### src/rtl/pg_pkg.sv
`timescale 1ns/1ps
package pg_pkg;
  localparam int unsigned WORD_W = 32;
  localparam int unsigned IDX_W  = $clog2(2 * WORD_W);

  typedef enum logic [1:0] {
    ST_IDLE = 2'd0,
    ST_RUN  = 2'd1,
    ST_FIN  = 2'd2
  } ch_state_e;

  // Select pattern bit idx out of the concatenated low/high words.
  function automatic logic pick_bit(input logic [WORD_W-1:0] lo,
                                    input logic [WORD_W-1:0] hi,
                                    input logic [IDX_W-1:0]  idx);
    logic [2*WORD_W-1:0] whole;
    whole = {hi, lo};
    return whole[idx];
  endfunction

  // True when a counter sits on its terminal value.
  function automatic logic at_limit(input int unsigned cnt, input int unsigned lim);
    return cnt == lim;
  endfunction
endpackage

### src/rtl/pg_divider.sv
`timescale 1ns/1ps
module pg_divider #(
  parameter int unsigned DIV_W = 16
) (
  input  logic             clk,
  input  logic             rst_n,
  input  logic             run,
  input  logic [DIV_W-1:0] limit,
  output logic             phase,
  output logic             half_tick,
  output logic             fall_tick
);
  logic [DIV_W-1:0] cnt;

  assign half_tick = run && pg_pkg::at_limit(int'(cnt), int'(limit));
  assign fall_tick = half_tick && phase;

  always_ff @(posedge clk or negedge rst_n) begin
    if (!rst_n) begin
      cnt   <= '0;
      phase <= 1'b0;
    end else if (!run) begin
      cnt   <= '0;
      phase <= 1'b0;
    end else if (half_tick) begin
      cnt   <= '0;
      phase <= ~phase;
    end else begin
      cnt   <= cnt + 1'b1;
    end
  end

  AST_DIV_RANGE: assert property (@(posedge clk) disable iff (!rst_n)
    run |-> (cnt <= limit));
  AST_PHASE_HOLD: assert property (@(posedge clk) disable iff (!rst_n)
    (run && !half_tick) |=> (phase == $past(phase)));
endmodule

### src/rtl/pg_channel.sv
`timescale 1ns/1ps
module pg_channel #(
  parameter int unsigned DIV_W = 16,
  parameter int unsigned REP_W = 10,
  localparam int unsigned WW   = pg_pkg::WORD_W,
  localparam int unsigned LW   = pg_pkg::IDX_W
) (
  input  logic             clk,
  input  logic             rst_n,
  input  logic             en,
  input  logic             pol,
  input  logic [DIV_W-1:0] prediv,
  input  logic [WW-1:0]    data_lo,
  input  logic [WW-1:0]    data_hi,
  input  logic [LW-1:0]    len,
  input  logic [REP_W-1:0] reps,
  output logic             ser_clk,
  output logic             ser_data,
  output logic             done_event
);
  import pg_pkg::*;

  ch_state_e        state;
  logic [LW-1:0]    bit_cnt;
  logic [REP_W-1:0] rep_cnt;
  logic             run;
  logic             phase;
  logic             half_tick;
  logic             fall_tick;
  logic             bit_last;
  logic             rep_last;

  assign run      = (state == ST_RUN);
  assign bit_last = at_limit(int'(bit_cnt), int'(len));
  assign rep_last = at_limit(int'(rep_cnt), int'(reps));

  pg_divider #(.DIV_W(DIV_W)) u_div (
    .clk       (clk),
    .rst_n     (rst_n),
    .run       (run),
    .limit     (prediv),
    .phase     (phase),
    .half_tick (half_tick),
    .fall_tick (fall_tick)
  );

  always_ff @(posedge clk or negedge rst_n) begin
    if (!rst_n) begin
      state   <= ST_IDLE;
      bit_cnt <= '0;
      rep_cnt <= '0;
    end else if (!en) begin
      state   <= ST_IDLE;
      bit_cnt <= '0;
      rep_cnt <= '0;
    end else begin
      case (state)
        ST_IDLE: begin
          state   <= ST_RUN;
          bit_cnt <= '0;
          rep_cnt <= '0;
        end
        ST_RUN: begin
          if (fall_tick) begin
            if (bit_last) begin
              bit_cnt <= '0;
              if (rep_last) state <= ST_FIN;
              else          rep_cnt <= rep_cnt + 1'b1;
            end else begin
              bit_cnt <= bit_cnt + 1'b1;
            end
          end
        end
        default: state <= ST_FIN;
      endcase
    end
  end

  assign done_event = run && en && fall_tick && bit_last && rep_last;
  assign ser_clk    = run ? (phase ^ pol) : pol;
  assign ser_data   = run ? pick_bit(data_lo, data_hi, bit_cnt) : 1'b0;

  AST_ABORT_IDLE: assert property (@(posedge clk) disable iff (!rst_n)
    !en |=> (state == ST_IDLE));
  AST_DONE_ENDS_RUN: assert property (@(posedge clk) disable iff (!rst_n)
    done_event |=> (state == ST_FIN));
  AST_FIN_QUIET: assert property (@(posedge clk) disable iff (!rst_n)
    (state == ST_FIN) |-> (!done_event && !ser_data && (ser_clk == pol)));
  AST_BIT_RANGE: assert property (@(posedge clk) disable iff (!rst_n)
    run |-> (bit_cnt <= len));
  AST_DATA_EDGE: assert property (@(posedge clk) disable iff (!rst_n)
    (run && $past(run) && !$past(fall_tick)) |-> $stable(ser_data));
endmodule

### src/rtl/pg_irq.sv
`timescale 1ns/1ps
module pg_irq (
  input  logic clk,
  input  logic rst_n,
  input  logic event_i,
  input  logic clr_i,
  input  logic ie_i,
  output logic state_o,
  output logic irq_o
);
  always_ff @(posedge clk or negedge rst_n) begin
    if (!rst_n)       state_o <= 1'b0;
    else if (event_i) state_o <= 1'b1;
    else if (clr_i)   state_o <= 1'b0;
  end

  assign irq_o = state_o & ie_i;

  AST_IRQ_SET_WINS: assert property (@(posedge clk) disable iff (!rst_n)
    event_i |=> state_o);
  AST_IRQ_CLEARED: assert property (@(posedge clk) disable iff (!rst_n)
    (clr_i && !event_i) |=> !state_o);
  AST_IRQ_HOLD: assert property (@(posedge clk) disable iff (!rst_n)
    (!clr_i && !event_i) |=> (state_o == $past(state_o)));
endmodule

### src/rtl/pattern_gen2.sv
`timescale 1ns/1ps
module pattern_gen2 #(
  parameter int unsigned NUM_CH = 2,
  parameter int unsigned DIV_W  = 16,
  parameter int unsigned REP_W  = 10,
  localparam int unsigned WW    = pg_pkg::WORD_W,
  localparam int unsigned LW    = pg_pkg::IDX_W
) (
  input  logic                    clk,
  input  logic                    rst_n,
  input  logic [NUM_CH-1:0]       ch_en,
  input  logic [NUM_CH-1:0]       ch_pol,
  input  logic [NUM_CH*DIV_W-1:0] ch_prediv,
  input  logic [NUM_CH*WW-1:0]    ch_data_lo,
  input  logic [NUM_CH*WW-1:0]    ch_data_hi,
  input  logic [NUM_CH*LW-1:0]    ch_len,
  input  logic [NUM_CH*REP_W-1:0] ch_reps,
  input  logic [NUM_CH-1:0]       irq_enable,
  input  logic [NUM_CH-1:0]       irq_clear,
  output logic [NUM_CH-1:0]       ser_clk,
  output logic [NUM_CH-1:0]       ser_data,
  output logic [NUM_CH-1:0]       done_event,
  output logic [NUM_CH-1:0]       irq_state,
  output logic [NUM_CH-1:0]       irq
);
  for (genvar c = 0; c < NUM_CH; c++) begin : g_ch
    pg_channel #(.DIV_W(DIV_W), .REP_W(REP_W)) u_chan (
      .clk        (clk),
      .rst_n      (rst_n),
      .en         (ch_en[c]),
      .pol        (ch_pol[c]),
      .prediv     (ch_prediv[c*DIV_W +: DIV_W]),
      .data_lo    (ch_data_lo[c*WW +: WW]),
      .data_hi    (ch_data_hi[c*WW +: WW]),
      .len        (ch_len[c*LW +: LW]),
      .reps       (ch_reps[c*REP_W +: REP_W]),
      .ser_clk    (ser_clk[c]),
      .ser_data   (ser_data[c]),
      .done_event (done_event[c])
    );

    pg_irq u_irq (
      .clk     (clk),
      .rst_n   (rst_n),
      .event_i (done_event[c]),
      .clr_i   (irq_clear[c]),
      .ie_i    (irq_enable[c]),
      .state_o (irq_state[c]),
      .irq_o   (irq[c])
    );
  end

  always_comb begin
    AST_IRQ_MASKED: assert (((irq & ~irq_enable) == '0) || !rst_n);
  end
endmodule

### config.mk
export PLATFORM = sky130hd
export DESIGN_NAME = pattern_gen2
export DESIGN_NICKNAME = d
export VERILOG_FILES = /design/src/rtl/pg_pkg.sv /design/src/rtl/pg_divider.sv /design/src/rtl/pg_channel.sv /design/src/rtl/pg_irq.sv /design/src/rtl/pattern_gen2.sv
export SDC_FILE = /design/constraint.sdc
export NUM_CORES = 1
export LEC_CHECK = 0
export BUFFER_PORTS_ARGS = -buffer_cell sky130_fd_sc_hd__buf_2
export CAP_MARGIN = 20
export CORE_ASPECT_RATIO = 1.1
export CORE_MARGIN = 8
export CORE_UTILIZATION = 50
export CTS_BUF_LIST = sky130_fd_sc_hd__clkbuf_8 sky130_fd_sc_hd__clkbuf_16
export CTS_CLUSTER_DIAMETER = 30
export CTS_CLUSTER_SIZE = 12
export DETAILED_ROUTE_END_ITERATION = 8
export PLACE_DENSITY = 0.82
export SYNTH_ARGS = -nofsm -noshare
export SYNTH_HDL_FRONTEND = slang
export SYNTH_SLANG_ARGS = --single-unit
### constraint.sdc
create_clock -name clk -period 3 [get_ports clk]
set_input_delay 0.3 -clock clk [delete_from_list [all_inputs] [get_ports clk]]
set_output_delay 0.3 -clock clk [all_outputs]
set_load 0.03 [all_outputs]
### Word level (Yosys, flattened, before mapping)

Index checks and enable logic that the tools add are counted.

| storage, ports and cells | value |
|---|---|
| bits in registers | 72 |
| bits in latches | 0 |
| RAM bits | 0 |
| bits in read-only memories | 0 |
| input port bits | 202 |
| output and inout bits | 10 |
| word-level logic and storage cells | 116 |
| memories | 0 |

| operators by class | value |
|---|---|
| $add $sub $neg | 6 |
| multipliers | 0 |
| divide/modulo/power cells | 0 |
| order comparisons | 2 |
| eq/ne operators | 20 |
| shift operators | 0 |
| mux-type cells | 48 |
| bitwise operators | 6 |
| reduce and logical (&&, ||, !) cells | 22 |

Operators with widths:

| operator | number |
|---|---|
| 10-bit 2-to-1 mux | 8 |
| 16-bit 2-to-1 mux | 4 |
| 10-bit case mux with 2 select lines | 2 |
| 6-bit 2-to-1 mux | 6 |
| 16-bit by 1-bit adder with 16-bit output, second input constant | 2 |
| 16-bit == test | 2 |
| 3-bit inequality test, second input constant | 8 |
| 6-bit case mux with 2 select lines | 2 |
| 10-bit by 1-bit adder with 10-bit output, second input constant | 2 |
| 10-bit == test | 2 |
| 2-bit 2-to-1 mux | 8 |
| 6-bit by 7-bit less-than comparator with 1-bit output, second input constant | 2 |
| 1-bit 2-to-1 mux | 14 |
| 6-bit by 1-bit adder with 6-bit output, second input constant | 2 |
| 1-bit binary-select mux with 6-bit select | 2 |
| 6-bit == test | 2 |
| 1-bit logical AND | 12 |
| 2-bit case mux with 2 select lines | 2 |
| 4-bit AND reduction | 2 |
| 3-bit by 1-bit inequality test with 1-bit output, second input constant | 2 |
| 3-bit AND reduction | 2 |
| 2-bit by 1-bit == test with 1-bit output, second input constant | 2 |
| 2-bit zero test | 2 |
| 2-bit inequality test, second input constant | 2 |
| other kinds (5) | 10 |

### Logic depth before layout (Yosys ltp)

Gate-level depths: netlist of run 1.

| logic depth | value |
|---|---|
| depth after elaboration | 7 |
| mapped depth | 9 |
| mapped depth without buffers | 7 |

### Modules after synthesis

From an unflattened synthesis of run 1, not the netlist that was laid out.

| second synthesis, totals | value |
|---|---|
| cells, all modules | 543 |
| area, all modules | 5610.4 um2 |

Modules (own cells, without submodules):

| module | times used | cells each | area each (um2) | seq. area each (um2) |
|---|---|---|---|---|
| pg_channel | 2 | 165 | 1730.4 | 450.4 |
| pg_divider (g_ch[1].u_chan.u_div) | 1 | 102 | 1034.7 | 425.4 |
| pg_divider (g_ch[0].u_chan.u_div) | 1 | 103 | 1029.7 | 425.4 |
| pg_irq | 2 | 4 | 42.5 | 25.0 |

### Worst setup path after synthesis of run 1

No wires, ideal clock.

| timing path | value |
|---|---|
| path kind | register to output |
| start point | register g_ch[0].u_chan.bit_cnt[1] |
| end point | output port ser_data[0] |
| arrival | 2.307 ns |
| data required time | 2.700 ns |
| slack | 0.393 ns |
| stages on the path, launching flop included | 9 |
| path buffers | 3 |
| cell sequence | dfrtp_1 > buf_2 > clkbuf_1 > mux4_2 > mux4_2 > nor2_1 > nor2_1 > a31o_2 > buf_4 |

| between the ends | value |
|---|---|
| cells in the longest elaborated chain, start to end | 3 |

RTL lines:

| what | RTL line | source |
|---|---|---|
| start, declared | pg_channel.sv:24 | `logic [LW-1:0] bit_cnt;` |
| start signal, assigned | pg_channel.sv:70 | `bit_cnt <= bit_cnt + 1'b1;` |
| 1-bit binary-select mux with 6-bit select | pg_pkg.sv:18 | `return whole[idx];` |
| 1-bit 2-to-1 mux (not written as such) | pg_pkg.sv:18 |  |
| 1-bit 2-to-1 mux | pg_channel.sv:81 | `assign ser_data = run ? pick_bit(data_lo, data_hi, bit_cnt) : 1'b0;` |
| end, declared | pattern_gen2.sv:21 | `output logic [NUM_CH-1:0] ser_data,` |

Every way passes these cells. The select of a mux whose other input is x is not followed.

### Worst setup path after layout of run 1

Ends and elaborated chain as after synthesis.

==> flow_metrics.env, run 1 <==
export IMPL_synth_seq_area_share=0.331
export IMPL_gr_total_overflow=0
export IMPL_grt_usage=0.211
export IMPL_power_density_mw_per_mm2=350
export IMPL_drtPass1Iterations=5
export IMPL_fp_row_count=40
export IMPL_final_max_slew_viol_count=0
export IMPL_ant_nets=0
export IMPL_gp_congestion=0.906
export IMPL_worstPathMaxFanout=15
export IMPL_synth_seq_cells=72
export IMPL_crit_family="compound AO/OA/AOI/OAI gates"
export IMPL_yosysMostFrequentCell="dfrtp_1"
export IMPL_antenna_found_initial=0
export IMPL_worst_slew_pin_slew_ns=0.746
export IMPL_arrival_ns=2.51
export IMPL_finClkSkew_ns=0.00659
export IMPL_syn_num_nets=763
export IMPL_fill_cells=894
export IMPL_syn_area_mm2=0.00544
export IMPL_worstPathRequired_ns=2.70
export IMPL_syn_avg_cell_area_um2=9.80
export IMPL_port_buffers=211
export IMPL_grt_pass1_vias=5373
export IMPL_grt_pass1_wl_um=25100
export IMPL_fmax_ghz=0.356
export IMPL_ctsHoldBuffers=0
export IMPL_initialDrtViolationCount=304
export IMPL_cts_sinks=72
export IMPL_design_portCount=212
export IMPL_wl_um=15300
export IMPL_p_leak_uw=0.00313
export IMPL_layout_drive_gt1_share=0.379
export IMPL_crit_path_cell_trace="buf_4, mux4_2, nor2b_1, a2111oi_0, or4_1, a21oi_1, a31o_2, buf_2"
export IMPL_preCtsSetupSlack_ns=0.436
export IMPL_startpoint_type="flop"
export IMPL_die_h_um=125
export IMPL_synth_top_cell_area_share=0.331
export IMPL_grt_max_degree=42
export IMPL_insertion_delay_ns=0.33
export IMPL_critPathBufInv=2
export IMPL_diodes=0
export IMPL_reg2reg_depth=6
export IMPL_r2r_slack_ns=0.51
export IMPL_period_minus_slack_ns=2.81
export IMPL_core_mm2=0.0108
export IMPL_max_slew_margin=0.503
export IMPL_hold_violations=0
export IMPL_slowest_stage="dfrtp_2"
export IMPL_cts_buffer_depth=2
export IMPL_syn2layout_area_growth_pct=26.3
export IMPL_clockRootBuffer="clkbuf_16"
export IMPL_period_share=0.937
export IMPL_viasPerCell=5.58
export IMPL_synth_distinct_cells=53
export IMPL_ys_async_sr_fraction=1.00
export IMPL_synth_edf_count=0
export IMPL_timing_final_ws_setup_ns=0.189
export IMPL_setup_tns_ns=0
export IMPL_yosysWarnings=0
export IMPL_place_area_mm2=0.00658
export IMPL_crit_cells=8
export IMPL_endpoint_kind="output pin"
export IMPL_path_class="flop to output pin"
export IMPL_drc=0
export IMPL_path_clk_slew_ns=0.06
export IMPL_maxCapViolations=0
export IMPL_synth_commonest_cells="dfrtp_1, xor2_1, nor2_1"
export IMPL_synth_area_leaders="dfrtp_1, mux4_2, xor2_1"
export IMPL_fin_hold_ws_ns=0.0408
export IMPL_start_util=0.505
export IMPL_synthCells=555
export IMPL_cpPeakStageDelay_ns=0.48
export IMPL_cts_max_level=3
export IMPL_hold_class="input pin to asynchronous set/reset pin"
export IMPL_synth_ff_type="dfrtp_1"
export IMPL_die_area_mm2=0.0145
export IMPL_dp_hpwl_um=12500
export IMPL_rsz0062_at_grt="no"
export IMPL_post_drt_wl_per_cell_um=16.9
export IMPL_route_vias_total=5051
export IMPL_nets=962
export IMPL_setup_viol=0
export IMPL_stdcell_area_mm2=0.00687
export IMPL_ir_worst_vdd_mv=0.248
export IMPL_numCtsBuffers=9
export IMPL_yosys_area_top_type="dfrtp_1"
export IMPL_finalPower_uw=2410
export IMPL_run_status="completed"
export IMPL_cts_tree="built"
export IMPL_die_w_um=115
per-stage QoR:
step                      cells  utilization
after floorplan             555            -
after global placement      890        0.612
after detailed placement    890        0.612
after CTS                   906        0.638
after global routing        906        0.638
final                       906        0.638
sequential cells by signal (all words and copies together), names as in the netlist:
signal	cells
g_ch.u_chan.bit_cnt	12
g_ch.u_chan.u_div.phase	2
g_ch.u_chan.state	4
g_ch.u_irq.state_o	2
g_ch.u_chan.rep_cnt	20
g_ch.u_chan.u_div.cnt	32
final timing paths:
path	startpoint	to
max	g_ch[0].u_chan.bit_cnt[1]	ser_data[0]
min	rst_n	g_ch[1].u_chan.bit_cnt[1]
max reg2reg	g_ch[0].u_chan.u_div.cnt[9]	g_ch[0].u_chan.rep_cnt[6]
min reg2reg	g_ch[0].u_irq.state_o	g_ch[0].u_irq.state_o
max in group asynchronous	rst_n	g_ch[0].u_chan.bit_cnt[1]
min in group clk	irq_clear[0]	g_ch[0].u_irq.state_o
repair_timing:
action                     in CTS  in global routing
setup endpoints to repair       0                  2
setup buffers                   0                  0
resized for setup               0                  2
power by group:
part	internal [uW]	leakage, uW	switching [uW]
sequential	984	0.000994	22.2
clock	620	0.000147	398
combinational	207	0.00199	177
total	1810	0.00313	597
logic make-up after synthesis:
| group | count (synthesis) | share of synthesized area |
|---|---|---|
| compound gates | 83 | 0.0960 |
| xor+xnor | 91 | 0.147 |
| simple gates | 218 | 0.217 |
| buf+inv | 41 | 0.0380 |
| mux | 44 | 0.158 |
| fa+ha+maj | 6 | 0.0138 |
| flops | 72 | 0.331 |
layout make-up:
cell class,instances,area [um^2],area share
Clock buffer,12,267,0.0388
Tap cell,147,184,0.0268
Clock inverter,4,20.0,0.00291
Timing Repair Buffer,219,1130,0.164
Inverter,10,37.5,0.00546
Multi-Input combinational cell,442,3430,0.499
Sequential cell,72,1800,0.263
per-layer routing:
layer  global-route usage  up-vias  routed length, um
met3               0.0303       26                714
met1                0.258     2421               6250
li1                     -     2426                  -
met5                    0        -                  0
met4               0.0743        0                339
met2                0.365      178               7970
worst register-to-register path, stage by stage, from the launching register on:
cell and delay (ns):
dfrtp_1 0.43, xor2_1 0.18, nor4_1 0.37, and4_1 0.39, and4_1 0.46, nor2_1 0.15, a221o_1 0.39
cell usage in the layout, fill, tap and decap left out, drive strengths merged, types with 2 or more instances in the layout:
cell / count
o31ai: 9
clkbuf: 12
xnor2: 36
and2: 9
nor4: 11
dfrtp: 72
o22ai: 2
nand2: 40
nand4: 12
a21o: 3
or3: 13
mux2: 3
and4: 4
a21oi: 17
mux2i: 8
or4: 5
a211oi: 2
nor2b: 11
o21a: 3
nand3: 26
or2: 4
o21ai: 31
nor2: 46
xor2: 55
inv: 12
and3: 17
mux4: 33
a221o: 3
ha: 6
a31o: 3
buf: 219
nor3b: 3
nor3: 11
a2111oi: 3
nand2b: 4
(Power assumes the default switching activity.)
==> run 2: changes to the inputs <==
--- a/config.mk
+++ b/config.mk
@@ -7,14 +7,16 @@
 export LEC_CHECK = 0
 export BUFFER_PORTS_ARGS = -buffer_cell sky130_fd_sc_hd__buf_2
 export CAP_MARGIN = 20
+export CELL_PAD_IN_SITES_DETAIL_PLACEMENT = 1
+export CELL_PAD_IN_SITES_GLOBAL_PLACEMENT = 2
 export CORE_ASPECT_RATIO = 1.1
 export CORE_MARGIN = 8
-export CORE_UTILIZATION = 50
+export CORE_UTILIZATION = 29
 export CTS_BUF_LIST = sky130_fd_sc_hd__clkbuf_8 sky130_fd_sc_hd__clkbuf_16
 export CTS_CLUSTER_DIAMETER = 30
 export CTS_CLUSTER_SIZE = 12
 export DETAILED_ROUTE_END_ITERATION = 8
-export PLACE_DENSITY = 0.82
+export PLACE_DENSITY = 0.81
 export SYNTH_ARGS = -nofsm -noshare
 export SYNTH_HDL_FRONTEND = slang
 export SYNTH_SLANG_ARGS = --single-unit
==> run 2 against run 1 <==
Against the previous run:
- final area is 2.4% higher
- critical path type unchanged
- critical path depth shrank 1
- largest power group is now sequential cells
- via count grew 1.4%
==> flow_metrics.env, run 2 (same netlist as run 1, synthesis figures left out) <==
export IMPL_fill_cells=2201
export IMPL_timing_final_ws_setup_ns=0.166
export IMPL_gr_total_overflow=0
export IMPL_dp_hpwl_um=15300
export IMPL_route_vias_total=5122
export IMPL_post_drt_wl_per_cell_um=18.3
export IMPL_maxCapViolations=0
export IMPL_regMostFlops="g_ch.u_chan.u_div.cnt"
export IMPL_setup_tns_ns=0
export IMPL_diodes=0
export IMPL_path_clk_slew_ns=0.06
export IMPL_layout_drive_gt1_share=0.388
export IMPL_largestRegisters="g_ch.u_chan.u_div.cnt: 32 flops, g_ch.u_chan.rep_cnt: 20 flops, g_ch.u_chan.bit_cnt: 12 flops"
export IMPL_viasPerCell=5.08
export IMPL_r2r_start="g_ch[1].u_chan.u_div.cnt[6]"
export IMPL_numCtsBuffers=9
export IMPL_cts_buffer_depth=2
export IMPL_fp_row_count=52
export IMPL_path_class="flop to output pin"
export IMPL_hold_class="input pin to asynchronous set/reset pin"
export IMPL_p_leak_uw=0.00315
export IMPL_gp_congestion=0.802
export IMPL_start_util=0.295
export IMPL_worstPathMaxFanout=9
export IMPL_drtPass1Iterations=4
export IMPL_grt_usage=0.158
export IMPL_die_area_mm2=0.0234
export IMPL_finalCoreUtilization=0.382
export IMPL_hold_violations=0
export IMPL_ir_worst_vdd_mv=0.207
export IMPL_final_max_slew_viol_count=0
export IMPL_rsz0062_at_grt="no"
export IMPL_arrival_ns=2.53
export IMPL_grt_max_degree=47
export IMPL_period_share=0.945
export IMPL_worst_slew_pin_slew_ns=0.712
export IMPL_insertion_delay_ns=0.34
export IMPL_core_mm2=0.0184
export IMPL_wl_um=18400
export IMPL_use_met3=0.0537
export IMPL_preCtsSetupSlack_ns=0.339
export IMPL_die_w_um=147
export IMPL_initialDrtViolationCount=119
export IMPL_power_density_mw_per_mm2=343
export IMPL_cts_tree="built"
export IMPL_rr_endpoint="g_ch[1].u_chan.rep_cnt[8]"
export IMPL_mostFrequentLayoutCells="buf_2, dfrtp_1, xor2_1"
export IMPL_clockRootBuffer="clkbuf_16"
export IMPL_design_portCount=212
export IMPL_setup_viol=0
export IMPL_endpoint_kind="output pin"
export IMPL_r2r_slack_ns=0.48
export IMPL_startpoint_type="flop"
export IMPL_fin_hold_ws_ns=0.0136
export IMPL_ant_nets=0
export IMPL_placedCellCount=990
export IMPL_max_slew_margin=0.526
export IMPL_cts_sinks=72
export IMPL_fin_cells=1009
export IMPL_antenna_found_initial=1
export IMPL_syn2layout_area_growth_pct=29.4
export IMPL_grt_pass1_wl_um=30300
export IMPL_layout_commonest_cell="buf_2"
export IMPL_grt_use_met2=0.281
export IMPL_reg2reg_depth=6
export IMPL_use_met1=0.173
export IMPL_nets=970
export IMPL_largest_register_ffs=32
export IMPL_fmax_ghz=0.353
export IMPL_busiest_layer="met2"
export IMPL_port_buffers=211
export IMPL_finClkSkew_ns=0.00631
export IMPL_grt_pass1_vias=6015
export IMPL_drc=0
export IMPL_die_h_um=160
export IMPL_period_minus_slack_ns=2.83
export IMPL_run_status="completed"
export IMPL_worstPathRequired_ns=2.70
export IMPL_cts_max_level=3
run 2: per-layer routing:
metal	share of wire	routed length, um	up-vias
met5	0.00071	13	-
met2	0.51	9360	167
met1	0.40	7390	2497
met4	0.016	299	2
met3	0.074	1370	22
li1	-	-	2434
run 2: worst max path at each step:
stage,depth (start not counted),slack (ns),endpoint,start
6_report,7,0.17,done_event[0],g_ch[0].u_chan.bit_cnt[3]
4_1_cts,7,0.02,ser_data[0],g_ch[0].u_chan.bit_cnt[1]
3_5_place_dp,7,0.34,ser_data[0],g_ch[0].u_chan.bit_cnt[0]
2_1_floorplan,8,0.39,ser_data[0],g_ch[0].u_chan.bit_cnt[1]
3_3_place_gp,7,0.39,ser_data[0],g_ch[0].u_chan.bit_cnt[1]
5_1_grt,7,0.04,ser_data[0],g_ch[0].u_chan.bit_cnt[1]
run 2: report_power, final:
group | switching [uW] | total [uW] | internal (uW) | leakage [uW]
registers | 18.9 | 1000 | 984 | 0.000994
clock network | 426 | 1000 | 576 | 0.000130
logic | 191 | 406 | 215 | 0.00203
total | 636 | 2410 | 1770 | 0.00315
run 2: metrics by stage:
stage          total power [uW]  instance area, um^2
3_5_place_dp               1430                 6730
6_report                   2410                 7040
2_1_floorplan              1210                 5440
5_1_grt                    2530                 7040
3_3_place_gp               1410                 6730
4_1_cts                    2450                 7010
run 2: timing repair:
action / 4_1_cts / 5_1_grt
setup endpoints to repair: 1 / 1
buffers inserted: 0 / 4
cloned: 0 / 0
resized for setup: 1 / 1
hold buffers: 0 / 0
hold endpoints to repair: 0 / 0
run 2: critical path: stages (launching register included):
cell and delay, ns:
dfrtp_1 0.59, buf_4 0.27, xnor2_1 0.14, nand2_1 0.10
or3_1 0.39, nor3_1 0.26, and3_1 0.25, buf_2 0.21
run 2: layout make-up:
| cell class | instances | area [um^2] | area share |
|---|---|---|---|
| Sequential cell | 72 | 1800 | 0.256 |
| Inverter | 10 | 37.5 | 0.00533 |
| Timing Repair Buffer | 227 | 1190 | 0.169 |
| Tap cell | 243 | 304 | 0.0432 |
| Multi-Input combinational cell | 442 | 3430 | 0.487 |
| Clock buffer | 10 | 239 | 0.0340 |
| Clock inverter | 5 | 33.8 | 0.00480 |
==> run 3: changes to the inputs <==
--- a/config.mk
+++ b/config.mk
@@ -16,6 +16,7 @@
 export CTS_CLUSTER_DIAMETER = 30
 export CTS_CLUSTER_SIZE = 12
 export DETAILED_ROUTE_END_ITERATION = 8
+export GPL_TIMING_DRIVEN = 0
 export PLACE_DENSITY = 0.81
 export SYNTH_ARGS = -nofsm -noshare
 export SYNTH_HDL_FRONTEND = slang
==> run 3 against run 2 <==
Against the previous run:
- critical path depth grew 2
- largest power group is now the clock network
- highest routed layer is now met4
- largest cell class unchanged
- utilization grew 1.1 points
- sequential power is essentially flat
==> flow_metrics.env, run 3 (same netlist as run 1, synthesis figures left out) <==
export IMPL_syn2layout_area_growth_pct=33.2
export IMPL_intPower_uw=1980
export IMPL_wl_um=18400
export IMPL_cts_sinks=72
export IMPL_fmax_ghz=0.341
export IMPL_viasPerCell=5.04
export IMPL_run_status="completed"
export IMPL_largestRegisters="g_ch.u_chan.u_div.cnt: 32 flops, g_ch.u_chan.rep_cnt: 20 flops, g_ch.u_chan.bit_cnt: 12 flops"
export IMPL_mostFrequentLayoutCells="buf_2, dfrtp_1, xor2_1"
export IMPL_p_leak_uw=0.00327
export IMPL_startpoint="g_ch[0].u_chan.bit_cnt[0]"
export IMPL_worst_slew_pin_slew_ns=0.705
export IMPL_grt_pass1_vias=6015
export IMPL_largest_register_ffs=32
export IMPL_worstPathRequired_ns=2.70
export IMPL_cpPeakStageDelay_ns=0.50
export IMPL_design_portCount=212
export IMPL_gp_congestion=0.788
export IMPL_crit_family="compound AO/OA/AOI/OAI gates"
export IMPL_setup_viol=0
export IMPL_regMostFlops="g_ch.u_chan.u_div.cnt"
export IMPL_ir_worst_vdd_mv=0.276
export IMPL_startpoint_type="flop"
export IMPL_timing_final_ws_setup_ns=0.0672
export IMPL_cts_buffer_depth=2
export IMPL_preCtsSetupSlack_ns=-0.0464
export IMPL_diodes=0
export IMPL_start_util=0.295
export IMPL_clockRootBuffer="clkbuf_16"
export IMPL_fin_hold_ws_ns=0.224
export IMPL_final_max_slew_viol_count=0
export IMPL_finClkSkew_ns=0.0111
export IMPL_reg2reg_depth=7
export IMPL_rr_endpoint="g_ch[1].u_chan.rep_cnt[8]"
export IMPL_layout_commonest_cell="buf_2"
export IMPL_core_mm2=0.0184
export IMPL_numCtsBuffers=9
export IMPL_grt_usage=0.159
export IMPL_post_cts_buffers=0
export IMPL_slowest_stage="mux4_2"
export IMPL_drc=0
export IMPL_nets=985
export IMPL_max_slew_margin=0.527
export IMPL_fill_cells=2180
export IMPL_period_minus_slack_ns=2.93
export IMPL_path_clk_slew_ns=0.06
export IMPL_arrival_ns=2.63
export IMPL_die_w_um=147
export IMPL_route_vias_total=5171
export IMPL_die_area_mm2=0.0234
export IMPL_power_density_mw_per_mm2=361
export IMPL_initialDrtViolationCount=130
export IMPL_r2r_slack_ns=0.44
export IMPL_hold_class="input pin to flop"
export IMPL_post_drt_wl_per_cell_um=17.9
export IMPL_ant_nets=0
export IMPL_crit_cells=9
export IMPL_endpoint_kind="output pin"
export IMPL_p_seq_frac=0.382
export IMPL_switchingPower_uw=641
export IMPL_fp_row_count=52
export IMPL_power_frac_comb=0.159
export IMPL_clkPwrFrac=0.459
export IMPL_grt_pass1_wl_um=30400
export IMPL_drtPass1Iterations=4
export IMPL_cts_max_level=3
export IMPL_p_sw_frac=0.245
export IMPL_r2r_start="g_ch[1].u_chan.u_div.cnt[4]"
export IMPL_period_share=0.978
export IMPL_critPathBufInv=3
export IMPL_worstPathMaxFanout=10
export IMPL_crit_path_end="ser_data[0]"
export IMPL_crit_path_cell_trace="buf_6, mux4_2, nor2b_1, a2111oi_2, or4_1, a21oi_1, a31o_2, buf_4, buf_2"
export IMPL_maxCapViolations=0
export IMPL_layout_drive_gt1_share=0.393
export IMPL_grt_max_degree=44
export IMPL_gr_total_overflow=0
export IMPL_port_buffers=211
export IMPL_die_h_um=160
export IMPL_dp_hpwl_um=15300
export IMPL_cts_tree="built"
export IMPL_path_class="flop to output pin"
export IMPL_antenna_found_initial=0
export IMPL_insertion_delay_ns=0.34
export IMPL_hold_violations=0
[run 3: changes by cell type in the layout (fill, tap and decap cells not counted), moves of 2 or more]
cell       delta
a2111oi_2     +2
bufinv_16     +2
buf_2         +2
clkbuf_2      +2
buf_4         -3
buf_6         +5
a2111oi_0     -2
clkinv_2      -2
clkbuf_1      +7
[run 3: power groups by stage]
| stage | logic (uW) | clock network (uW) | registers (uW) |
|---|---|---|---|
| detailed placement | 415 | 0 | 1020 |
| finish | 417 | 1200 | 1000 |
| global route | 461 | 1270 | 1000 |
| CTS | 421 | 1230 | 999 |
| floorplan | 194 | 0 | 1010 |
| global placement | 398 | 0 | 1020 |
[run 3: worst min path at each step]
stage,from,end,cells past startpoint
6_report,irq_clear[1],g_ch[1].u_irq.state_o,3
5_1_grt,irq_clear[1],g_ch[1].u_irq.state_o,3
4_1_cts,irq_clear[1],g_ch[1].u_irq.state_o,3
3_5_place_dp,rst_n,g_ch[1].u_chan.rep_cnt[3],1
3_3_place_gp,g_ch[1].u_irq.state_o,g_ch[1].u_irq.state_o,1
2_1_floorplan,rst_n,g_ch[0].u_chan.bit_cnt[0],0
[run 3: final cells by class]
class	instances	area, um^2	area share
timing repair buffer	213	1100	0.151
buffer	29	205	0.0283
clock inverter	5	80.1	0.0111
inverter	10	37.5	0.00518
multi-input combinational	442	3470	0.478
tap	243	304	0.0420
clock buffer	11	253	0.0349
sequential	72	1800	0.249
[run 3: metrics by stage]
stage               instances  area, um^2  utilization  TNS (ns)  power (uW)
floorplan                 555        5440            -         0        1210
global placement         1009        6800        0.369   -0.0457        1410
detailed placement       1010        6830        0.371   -0.0464        1430
CTS                      1026        7210        0.391         0        2650
global route             1025        7250        0.394   -0.0111        2730
finish                   1025        7250        0.394         0        2620
[run 3: timing repair]
action                     CTS  global route
pin swaps                    0             2
gates cloned                 0             0
resized for setup           14            16
hold endpoints to repair    29             0
hold buffers                 1             0
setup endpoints to repair    3             3
[run 3: per-layer routing]
metal | wire [um] | GRT usage | share of wire
met1 | 7490 | 0.181 | 0.41
met3 | 1230 | 0.0432 | 0.067
met5 | 0 | 0 | 0
met4 | 305 | 0.0558 | 0.017
met2 | 9330 | 0.279 | 0.51
[run 3: worst reg2reg max path: cells and delay by family, from the launching register on]
kind | cells | cell delay, ns
DFF | 1 | 0.43
and+or+nand+nor | 4 | 1.48
xor gates and xnor gates | 1 | 0.19
AOI/OAI and AO/OA | 1 | 0.16
buffers and inverters | 1 | 0.22
